### src/rtl/rtc_pkg.sv
package rtc_pkg;
  localparam int ADDR_W = 4;
  localparam int DW     = 8;
  localparam int N_TREG = 10;
  localparam int N_AL   = 3;

  localparam logic [ADDR_W-1:0] A_SEC  = 4'd0;
  localparam logic [ADDR_W-1:0] A_MIN  = 4'd2;
  localparam logic [ADDR_W-1:0] A_HOUR = 4'd4;
  localparam logic [ADDR_W-1:0] A_CTLA = 4'd10;
  localparam logic [ADDR_W-1:0] A_CTLB = 4'd11;
  localparam logic [ADDR_W-1:0] A_FLAG = 4'd12;
  localparam logic [ADDR_W-1:0] A_VLD  = 4'd13;

  localparam int B_HOLD = 7;
  localparam int B_BIN  = 2;
  localparam int B_H24  = 1;

  localparam logic [6:0]    CTLA_RST = 7'h20;
  localparam logic [DW-1:0] CTLB_RST = 8'h02;

  typedef struct packed {
    logic [7:0] sec;
    logic [7:0] min;
    logic [7:0] hour;
    logic [7:0] dow;
    logic [7:0] dom;
    logic [7:0] mon;
    logic [7:0] year;
  } rtc_time_t;

  function automatic logic [7:0] enc(input logic [6:0] n, input logic bin);
    logic [6:0] t, u;
    t = n / 7'd10;
    u = n % 7'd10;
    return bin ? {1'b0, n} : {t[3:0], u[3:0]};
  endfunction

  function automatic logic [6:0] dec(input logic [7:0] v, input logic bin);
    logic [6:0] hi;
    hi = {3'b0, v[7:4]};
    return bin ? v[6:0] : hi * 7'd10 + {3'b0, v[3:0]};
  endfunction

  function automatic logic [6:0] days_in_month(input logic [6:0] mo, input logic [6:0] yr);
    case (mo)
      7'd2:                       return (yr[1:0] == 2'b00) ? 7'd29 : 7'd28;
      7'd4, 7'd6, 7'd9, 7'd11:    return 7'd30;
      default:                    return 7'd31;
    endcase
  endfunction
endpackage

### src/rtl/rtc_tick.sv
module rtc_tick #(
  parameter int TICKS_PER_SEC = 32768,
  parameter int LEAD_TICKS    = 8,
  parameter int UPD_TICKS     = 65
) (
  input  logic clk_i,
  input  logic rst_ni,
  input  logic stop_i,
  input  logic hold_i,
  output logic uip_o,
  output logic step_o
);
  localparam int CW = (TICKS_PER_SEC > 1) ? $clog2(TICKS_PER_SEC) : 1;
  localparam logic [CW-1:0] LAST = CW'(TICKS_PER_SEC - 1);
  localparam logic [CW-1:0] WIN  = CW'(TICKS_PER_SEC - LEAD_TICKS - UPD_TICKS);

  logic [CW-1:0] cnt_q;

  always_ff @(posedge clk_i or negedge rst_ni) begin
    if (!rst_ni)              cnt_q <= '0;
    else if (stop_i)          cnt_q <= '0;
    else if (cnt_q == LAST)   cnt_q <= '0;
    else                      cnt_q <= cnt_q + 1'b1;
  end

  // hold suppresses both the warning and the update itself
  assign uip_o  = !stop_i && !hold_i && (cnt_q >= WIN);
  assign step_o = !stop_i && !hold_i && (cnt_q == LAST);
endmodule

### src/rtl/rtc_next.sv
module rtc_next
  import rtc_pkg::*;
(
  input  rtc_time_t cur_i,
  input  logic      bin_i,
  input  logic      h24_i,
  output rtc_time_t nxt_o
);
  logic [6:0] s, m, h24v, h12v, dw, dm, mo, yr, dim;
  logic       pm, sec_c, min_c, day_c, dom_c, mon_c;
  logic [7:0] h_enc;

  assign s    = dec(cur_i.sec, bin_i);
  assign m    = dec(cur_i.min, bin_i);
  assign h24v = dec(cur_i.hour, bin_i);
  assign h12v = dec({1'b0, cur_i.hour[6:0]}, bin_i);
  assign pm   = cur_i.hour[7];
  assign dw   = dec(cur_i.dow, bin_i);
  assign dm   = dec(cur_i.dom, bin_i);
  assign mo   = dec(cur_i.mon, bin_i);
  assign yr   = dec(cur_i.year, bin_i);
  assign dim  = days_in_month(mo, yr);

  assign sec_c = (s >= 7'd59);
  assign min_c = sec_c && (m >= 7'd59);
  assign day_c = min_c && (h24_i ? (h24v >= 7'd23) : (pm && h12v == 7'd11));
  assign dom_c = day_c && (dm >= dim);
  assign mon_c = dom_c && (mo >= 7'd12);

  // 12-hour: 12 -> 1, PM flips on 11 -> 12
  assign h_enc = h24_i ? enc((h24v >= 7'd23) ? 7'd0 : h24v + 7'd1, bin_i)
                       : (enc((h12v >= 7'd12) ? 7'd1 : h12v + 7'd1, bin_i)
                          | {pm ^ (h12v == 7'd11), 7'b0});

  always_comb begin
    nxt_o      = cur_i;
    nxt_o.sec  = enc(sec_c ? 7'd0 : s + 7'd1, bin_i);
    if (sec_c) nxt_o.min  = enc((m >= 7'd59) ? 7'd0 : m + 7'd1, bin_i);
    if (min_c) nxt_o.hour = h_enc;
    if (day_c) begin
      nxt_o.dow = enc((dw >= 7'd7) ? 7'd1 : dw + 7'd1, bin_i);
      nxt_o.dom = enc(dom_c ? 7'd1 : dm + 7'd1, bin_i);
    end
    if (dom_c) nxt_o.mon  = enc(mon_c ? 7'd1 : mo + 7'd1, bin_i);
    if (mon_c) nxt_o.year = enc((yr >= 7'd99) ? 7'd0 : yr + 7'd1, bin_i);
  end
endmodule

### src/rtl/rtc_alarm.sv
module rtc_alarm #(
  parameter int NF = 3
) (
  input  logic [NF-1:0][7:0] tm_i,
  input  logic [NF-1:0][7:0] al_i,
  output logic               hit_o
);
  logic [NF-1:0] m;

  for (genvar g = 0; g < NF; g++) begin : g_fld
    assign m[g] = (al_i[g][7:6] == 2'b11) || (al_i[g] == tm_i[g]);
  end

  assign hit_o = &m;
endmodule

### src/rtl/rtc_core.sv
module rtc_core
  import rtc_pkg::*;
#(
  parameter int TICKS_PER_SEC = 32768,
  parameter int LEAD_TICKS    = 8,
  parameter int UPD_TICKS     = 65
) (
  input  logic              clk_i,
  input  logic              rst_ni,
  input  logic              we_i,
  input  logic [ADDR_W-1:0] addr_i,
  input  logic [DW-1:0]     wdata_i,
  output logic [DW-1:0]     rdata_o,
  output logic              uip_o,
  output logic              upd_o,
  output logic              alarm_o
);
  logic [DW-1:0] regs_q [N_TREG];
  logic [6:0]    ctla_q;
  logic [DW-1:0] ctlb_q;
  logic          upd_q, alarm_q;
  logic          stop, step, hit, wr_ok;
  rtc_time_t     cur, nxt;

  assign stop  = (ctla_q[6:5] == 2'b11);
  assign wr_ok = we_i && (addr_i < ADDR_W'(N_TREG)) && (ctlb_q[B_HOLD] || !uip_o);
  assign cur   = '{sec: regs_q[0], min: regs_q[2], hour: regs_q[4], dow: regs_q[6],
                   dom: regs_q[7], mon: regs_q[8], year: regs_q[9]};

  rtc_tick #(
    .TICKS_PER_SEC(TICKS_PER_SEC),
    .LEAD_TICKS   (LEAD_TICKS),
    .UPD_TICKS    (UPD_TICKS)
  ) u_tick (
    .clk_i (clk_i),
    .rst_ni(rst_ni),
    .stop_i(stop),
    .hold_i(ctlb_q[B_HOLD]),
    .uip_o (uip_o),
    .step_o(step)
  );

  rtc_next u_next (
    .cur_i(cur),
    .bin_i(ctlb_q[B_BIN]),
    .h24_i(ctlb_q[B_H24]),
    .nxt_o(nxt)
  );

  rtc_alarm #(.NF(N_AL)) u_alarm (
    .tm_i ({nxt.hour, nxt.min, nxt.sec}),
    .al_i ({regs_q[5], regs_q[3], regs_q[1]}),
    .hit_o(hit)
  );

  always_ff @(posedge clk_i or negedge rst_ni) begin
    if (!rst_ni) begin
      for (int i = 0; i < N_TREG; i++)
        regs_q[i] <= (i >= 6 && i <= 8) ? 8'h01 : 8'h00;
      ctla_q  <= CTLA_RST;
      ctlb_q  <= CTLB_RST;
      upd_q   <= 1'b0;
      alarm_q <= 1'b0;
    end else begin
      if (step) begin
        regs_q[0] <= nxt.sec;
        regs_q[2] <= nxt.min;
        regs_q[4] <= nxt.hour;
        regs_q[6] <= nxt.dow;
        regs_q[7] <= nxt.dom;
        regs_q[8] <= nxt.mon;
        regs_q[9] <= nxt.year;
      end
      // step implies uip high and hold low, so wr_ok never collides with it
      if (wr_ok) regs_q[addr_i] <= wdata_i;
      if (we_i && addr_i == A_CTLA) ctla_q <= wdata_i[6:0];
      if (we_i && addr_i == A_CTLB) ctlb_q <= wdata_i;
      upd_q   <= step;
      alarm_q <= step && hit;
    end
  end

  always_comb begin
    rdata_o = '0;
    if (addr_i < ADDR_W'(N_TREG)) rdata_o = regs_q[addr_i];
    else begin
      case (addr_i)
        A_CTLA:  rdata_o = {uip_o, ctla_q};
        A_CTLB:  rdata_o = ctlb_q;
        A_FLAG:  rdata_o = 8'h00;
        A_VLD:   rdata_o = 8'h80;
        default: rdata_o = 8'h00;
      endcase
    end
  end

  assign upd_o   = upd_q;
  assign alarm_o = alarm_q;
endmodule

### config.mk
export PLATFORM = sky130hd
export DESIGN_NAME = rtc_core
export DESIGN_NICKNAME = d
export VERILOG_FILES = /design/src/rtl/rtc_pkg.sv /design/src/rtl/rtc_tick.sv /design/src/rtl/rtc_next.sv /design/src/rtl/rtc_alarm.sv /design/src/rtl/rtc_core.sv
export SDC_FILE = /design/constraint.sdc
export NUM_CORES = 1
export LEC_CHECK = 0
export CAP_MARGIN = 15
export CORE_AREA = 10 10 178 180
export CTS_CLUSTER_SIZE = 14
export DETAILED_ROUTE_END_ITERATION = 8
export DIE_AREA = 0 0 188 190
export MAX_ROUTING_LAYER = met4
export PLACE_DENSITY = 0.65
export SYNTH_ARGS = -nofsm -noshare
export SYNTH_HDL_FRONTEND = slang
export SYNTH_SLANG_ARGS = --single-unit
### constraint.sdc
create_clock -name clk_i -period 17.4 [get_ports clk_i]
set_input_delay 1.74 -clock clk_i [delete_from_list [all_inputs] [get_ports clk_i]]
set_output_delay 1.74 -clock clk_i [all_outputs]
set_load 0.005 [all_outputs]
## After elaboration in Yosys (flattened, before gate mapping)

Cells that the tools add are included.
Widths: inputs -> output; s select.

- Input bits: 15
- Register bits: 112
- Output and inout port bits: 11

- Muxes and demuxes: 48
- Bitwise gates (word level): 3
- Equal/unequal tests: 17
- $mul: 8
- $lt $le $gt $ge: 12
- Reduce and logical (&&, ||, !) cells: 24
- Divide/modulo/power cells: 16
- $add $sub $neg: 17

Operator list:

| operator | number |
|---|---|
| $mux 8 | 20 |
| $mux 7 | 16 |
| $bwmux 80 | 1 |
| $mux 80 | 1 |
| $add 7x1->7 const B | 8 |
| $add 7x4->7 | 8 |
| $div 7x4->7 const B | 8 |
| $mod 7x4->7 const B | 8 |
| $mul 4x3->6 const B | 7 |
| $bmux 8 s4 | 1 |
| $demux 8 s4 | 1 |
| $mux 32 | 1 |
| $mux 15 | 2 |
| $eq 8x8->1 | 3 |
| $pmux 8 s3 | 1 |
| $eq 7x4->1 const B | 3 |
| $mux 16 | 1 |
| $add 15x1->15 const B | 1 |
| $eq 15x15->1 const B | 1 |
| $ge 15x15->1 const B | 1 |
| $eq 7x3->1 const B | 2 |
| $ge 7x4->1 const B | 2 |
| $ge 7x6->1 const B | 2 |
| $logic_and 1x1->1 | 14 |
| 21 further kinds | 32 |

## Logic depth before layout (Yosys ltp)

- Depth in word-level cells: 16
- Depth in mapped cells: 35
- Depth with buffers taken out: 33

## By module

Synthesis repeated with hierarchy kept, for this count alone.

- Cell total of the unflattened synthesis: 1460
- Area, all modules: 12435.7 µm²

By module, submodules not included:

| module | instances | area an instance (µm²) | cells an instance | seq. area each (µm²) |
|---|---|---|---|---|
| rtc_next | 1 | 6328.6 | 916 | 0.0 |
| rtc_core | 1 | 5016.1 | 432 | 2433.6 |
| rtc_tick | 1 | 810.8 | 78 | 375.4 |
| rtc_alarm | 1 | 280.3 | 34 | 0.0 |

## Worst setup path after synthesis

No wires, ideal clock.

- Kind: register to register
- Start point: reg regs_q, in the netlist cur[13]
- End point: reg regs_q, in the netlist cur[18]
- Arrival time: 6.486 ns
- Library setup time: 0.132 ns
- Setup slack: 10.782 ns
- Stages on the path, launching flop included: 35
- Clock period less this slack: 6.618 ns
- Path buffers: 2
- Cell sequence: dfrtp_1 -> ha_1 -> ha_1 -> inv_1 -> fa_1 -> nor3b_1 -> o211a_1 -> nor3_1 -> and3_1 -> and4_1 -> a21oi_1 -> ha_1 -> nand2b_1 -> a21oi_1 -> or3_1 -> a311oi_1 -> o211a_1 -> buf_2 -> nor2_1 -> ha_1 -> inv_1 -> o41ai_1 -> a211oi_1 -> o2bb2ai_1 -> a221o_1 -> o31a_1 -> clkbuf_1 -> a31oi_1 -> a2bb2oi_1 -> nand2_1 -> inv_1 -> ha_1 -> o221ai_2 -> mux2i_1 -> o21ai_1

- Cells in the longest elaborated chain, start to end: 15
- Elaborated cells between the ends (all ways): 19
- Those cells by class: add/sub (1); mul (1); div (1); order compare (1); eq/ne (5); mux (8); reduce/logical (2)

RTL lines:

| element | line | source |
|---|---|---|
| start: declaration | rtc_core.sv:18 | `logic [DW-1:0] regs_q [N_TREG];` |
| start signal: indexed assignment | rtc_core.sv:59 | `regs_q[i] <= (i >= 6 && i <= 8) ? 8'h01 : 8'h00;` |
| start signal: indexed assignment | rtc_core.sv:75 | `if (wr_ok) regs_q[addr_i] <= wdata_i;` |
| $mul 4x3->6 | rtc_pkg.sv:42 | `return bin ? v[6:0] : hi * 7'd10 + {3'b0, v[3:0]};` |
| $add 7x4->7 | rtc_pkg.sv:42 |  |
| $mux 7 (*) | rtc_pkg.sv:42 |  |
| $eq 7x3->1 or $eq 7x4->1 (tied branches) | rtc_pkg.sv:46 | `case (mo)` |
| $reduce_or 4->1 | rtc_pkg.sv:46 |  |
| $pmux 7 s2 (*) | rtc_pkg.sv:46 |  |
| $ge 7x7->1 (*) | rtc_next.sv:27 | `assign dom_c = day_c && (dm >= dim);` |
| $logic_and 1x1->1 (*) | rtc_next.sv:27 |  |
| $mux 7 (*) | rtc_next.sv:42 | `nxt_o.dom = enc(dom_c ? 7'd1 : dm + 7'd1, bin_i);` |
| $mod 7x4->7 | rtc_pkg.sv:35 | `u = n % 7'd10;` |
| $mux 8 (*) | rtc_pkg.sv:36 | `return bin ? {1'b0, n} : {t[3:0], u[3:0]};` |
| $mux 16 (*) | rtc_next.sv:40 | `if (day_c) begin` |
| $mux 32 (*) | rtc_core.sv:65 | `if (step) begin` |
| $bwmux 80 | rtc_core.sv:75 |  |
| $mux 80 (*) | rtc_core.sv:75 |  |

Every way passes the cells marked *; elsewhere a longest branch is shown, timed or not.
A chain may end at the register's enable or synchronous reset.

## Worst setup path after layout

Same ends and word-level chain as after synthesis.

==> metrics.cfg <==
[global_routing]
grt_overflow=0
grt_pass1_vias=10873
grt_pass1_wl_um=59300
grt_max_degree=75
track_usage_pct=20.6
antenna_found_initial=0

[timing]
worst_pin_slew_ns=1.15
max_slew_margin_pct=22.9
finalWorstSetupSlack_ns=9.88
fin_tns_setup_ns=0
fin_crit_ns=7.52
finalSetupViolCount=0
fin_skew_ns=0.0131
rsz0062_at_grt=no
hold_violations=0
period_share_pct=43.2
clock.fmax_ghz=0.133
slew_violations=0

[critical_path]
critical-path-max-stage-delay_ns=0.65
crit_type=flip-flop to flip-flop
end_kind=flip-flop
cp_slowest_cell=nor3_1
crit_arrival_ns=7.75
path_max_fanout=9
startpoint_type=flip-flop
worst_path_most_repeated_cell=ha_1
cp.required_ns=17.63

[clock_tree]
cts_tree=yes
clock_path_buffers=2
cts_buffers=9
cts_sinks=112
htree_levels=3
ctsResizeCount=0
cts_hold_buffers=0
clk_latency_ns=0.37
cts.clk_slew.worst_paths_ns=0.07
cts_setup_buffers=0
cts-root-buf=clkbuf_16

[placed_design]
dp_hpwl_um=27100
io_buffer_count=25
dp_slack_ns=9.95
gp_congestion=0.929

[finish]
drive_above_1_share_pct=9.96
area_growth_pct=6.59
layout.filler_cells=2782
final_common_cell=nand2_1
most-common-layout-cells=nand2_1 (157), nor2_1 (146), dfrtp_1 (106), o21ai_0 (96), a21oi_1 (91)
fin_nets=1582
n_antenna_cell=0

[min_path]
hold_path.class=flip-flop to flip-flop

[yosys]
async_flop_share_pct=100
synth-edff-count=0
ys_top_cells_by_area=dfrtp_1 (21%), ha_1 (7.2%), mux2_2 (5.5%), nand2_1 (4.7%), mux4_2 (4.5%)
avgSynthCellArea_sq_um=8.28
synth-seq-cells=112
yosysSeqAreaShare_pct=22.5
syn_nets=1609
syn-instance-count=1508
synth_cell_type_count=98
synth_area_leader_cell=dfrtp_1
synthesis.area_sq_mm=0.0125
synth_top_area_share_pct=21.4
synth-main-ff-cell=dfrtp_1
synth_warnings=0

[floorplan]
die_area_sq_mm=0.0357
core_area_sq_mm=0.0282
die_x_um=188
row_count=62
start_util_pct=44.2
die_h_um=190
ioPinCount=26

[drt]
drt_iter0_drc=791
vias=11603
vias_per_cell=6.20
first_pass_iters=5
drt-total-wl_um=36600
postRouteAntennaNets=0
drc=0
wl_per_cell_um=19.6

[run]
maxCapViolations=0

[run_status]
status=finished clean

==> metal layers <==
| layer | global-route usage, % | wire length (um) | up-vias |
|---|---|---|---|
| met3 | 1.79 | 1870 | 36 |
| met5 | - | 0 | - |
| li1 | - | - | 5595 |
| met4 | 4.74 | 488 | 0 |
| met2 | 33.2 | 17300 | 363 |
| met1 | 27.5 | 17000 | 5609 |
==> synth_stat cells, drive strengths merged, types with 13 or more instances <==
library cell / count
nand2: 157
a21o: 13
nor2: 147
ha: 72
nand3: 49
xnor2: 39
a31oi: 25
nor4: 15
and3: 20
o22ai: 17
dfrtp: 107
mux2i: 44
and2: 24
inv: 49
fa: 14
mux2: 62
a211oi: 18
buf: 27
mux4: 25
nand2b: 18
nor3: 38
clkbuf: 47
a21oi: 91
xor2: 45
o21ai: 102
==> cell type report <==
cell class | instances | area, sq um | area share, %
tap | 384 | 480 | 3.61
clock buffer | 11 | 233 | 1.75
multi-input combinational | 1272 | 9170 | 68.9
timing repair buffer | 36 | 325 | 2.44
inverter | 50 | 188 | 1.41
clock inverter | 5 | 106 | 0.799
sequential | 112 | 2810 | 21.1
==> stage by stage <==
stage / instances / cell area, sq um / util (%) / hold WS (ns)
CTS: 1870 / 13300 / 47.1 / 0.511
detailed placement: 1854 / 13000 / 45.9 / 0.495
finish: 1870 / 13300 / 47.1 / 0.511
floorplan: 1508 / 12500 / - / 0.474
global placement: 1854 / 13000 / 45.9 / 0.485
global route: 1870 / 13300 / 47.1 / 0.522
==> critical path, delay by kind of cell (launching register included) <==
kind | cells | cell delay [ns]
multiplexers | 1 | 0.22
AO/OA/AOI/OAI | 13 | 2.68
buffers and inverters | 3 | 0.26
flip-flops | 1 | 0.46
AND/OR/NAND/NOR | 9 | 2.00
adder cells (fa/ha/maj) | 6 | 1.78
==> kinds of logic after synthesis <==
family,after synthesis,share of synthesized area [%]
buffers and inverters,124,4.11
AO/OA/AOI/OAI,420,22.7
AND/OR/NAND/NOR,550,21.6
flip-flops,112,22.5
XOR/XNOR,84,5.89
adder cells (fa/ha/maj),87,9.54
multiplexers,131,13.6
==> worst paths after layout <==
kind	from	slack, ns	cells past startpoint	endpoint
worst max-delay path	cur[13]	9.88	32	cur[18]
worst min-delay path	ctla_q[0]	0.51	1	ctla_q[0]
worst max register to register	cur[13]	9.88	32	cur[18]
worst min register to register	ctla_q[0]	0.51	1	ctla_q[0]
max in group asynchronous	rst_ni	14.68	2	cur[20]
min in group asynchronous	rst_ni	1.35	1	u_tick.cnt_q[2]
Power is not shown: default switching activity piles up to over one toggle a cycle in this logic, so the estimate is an artifact.
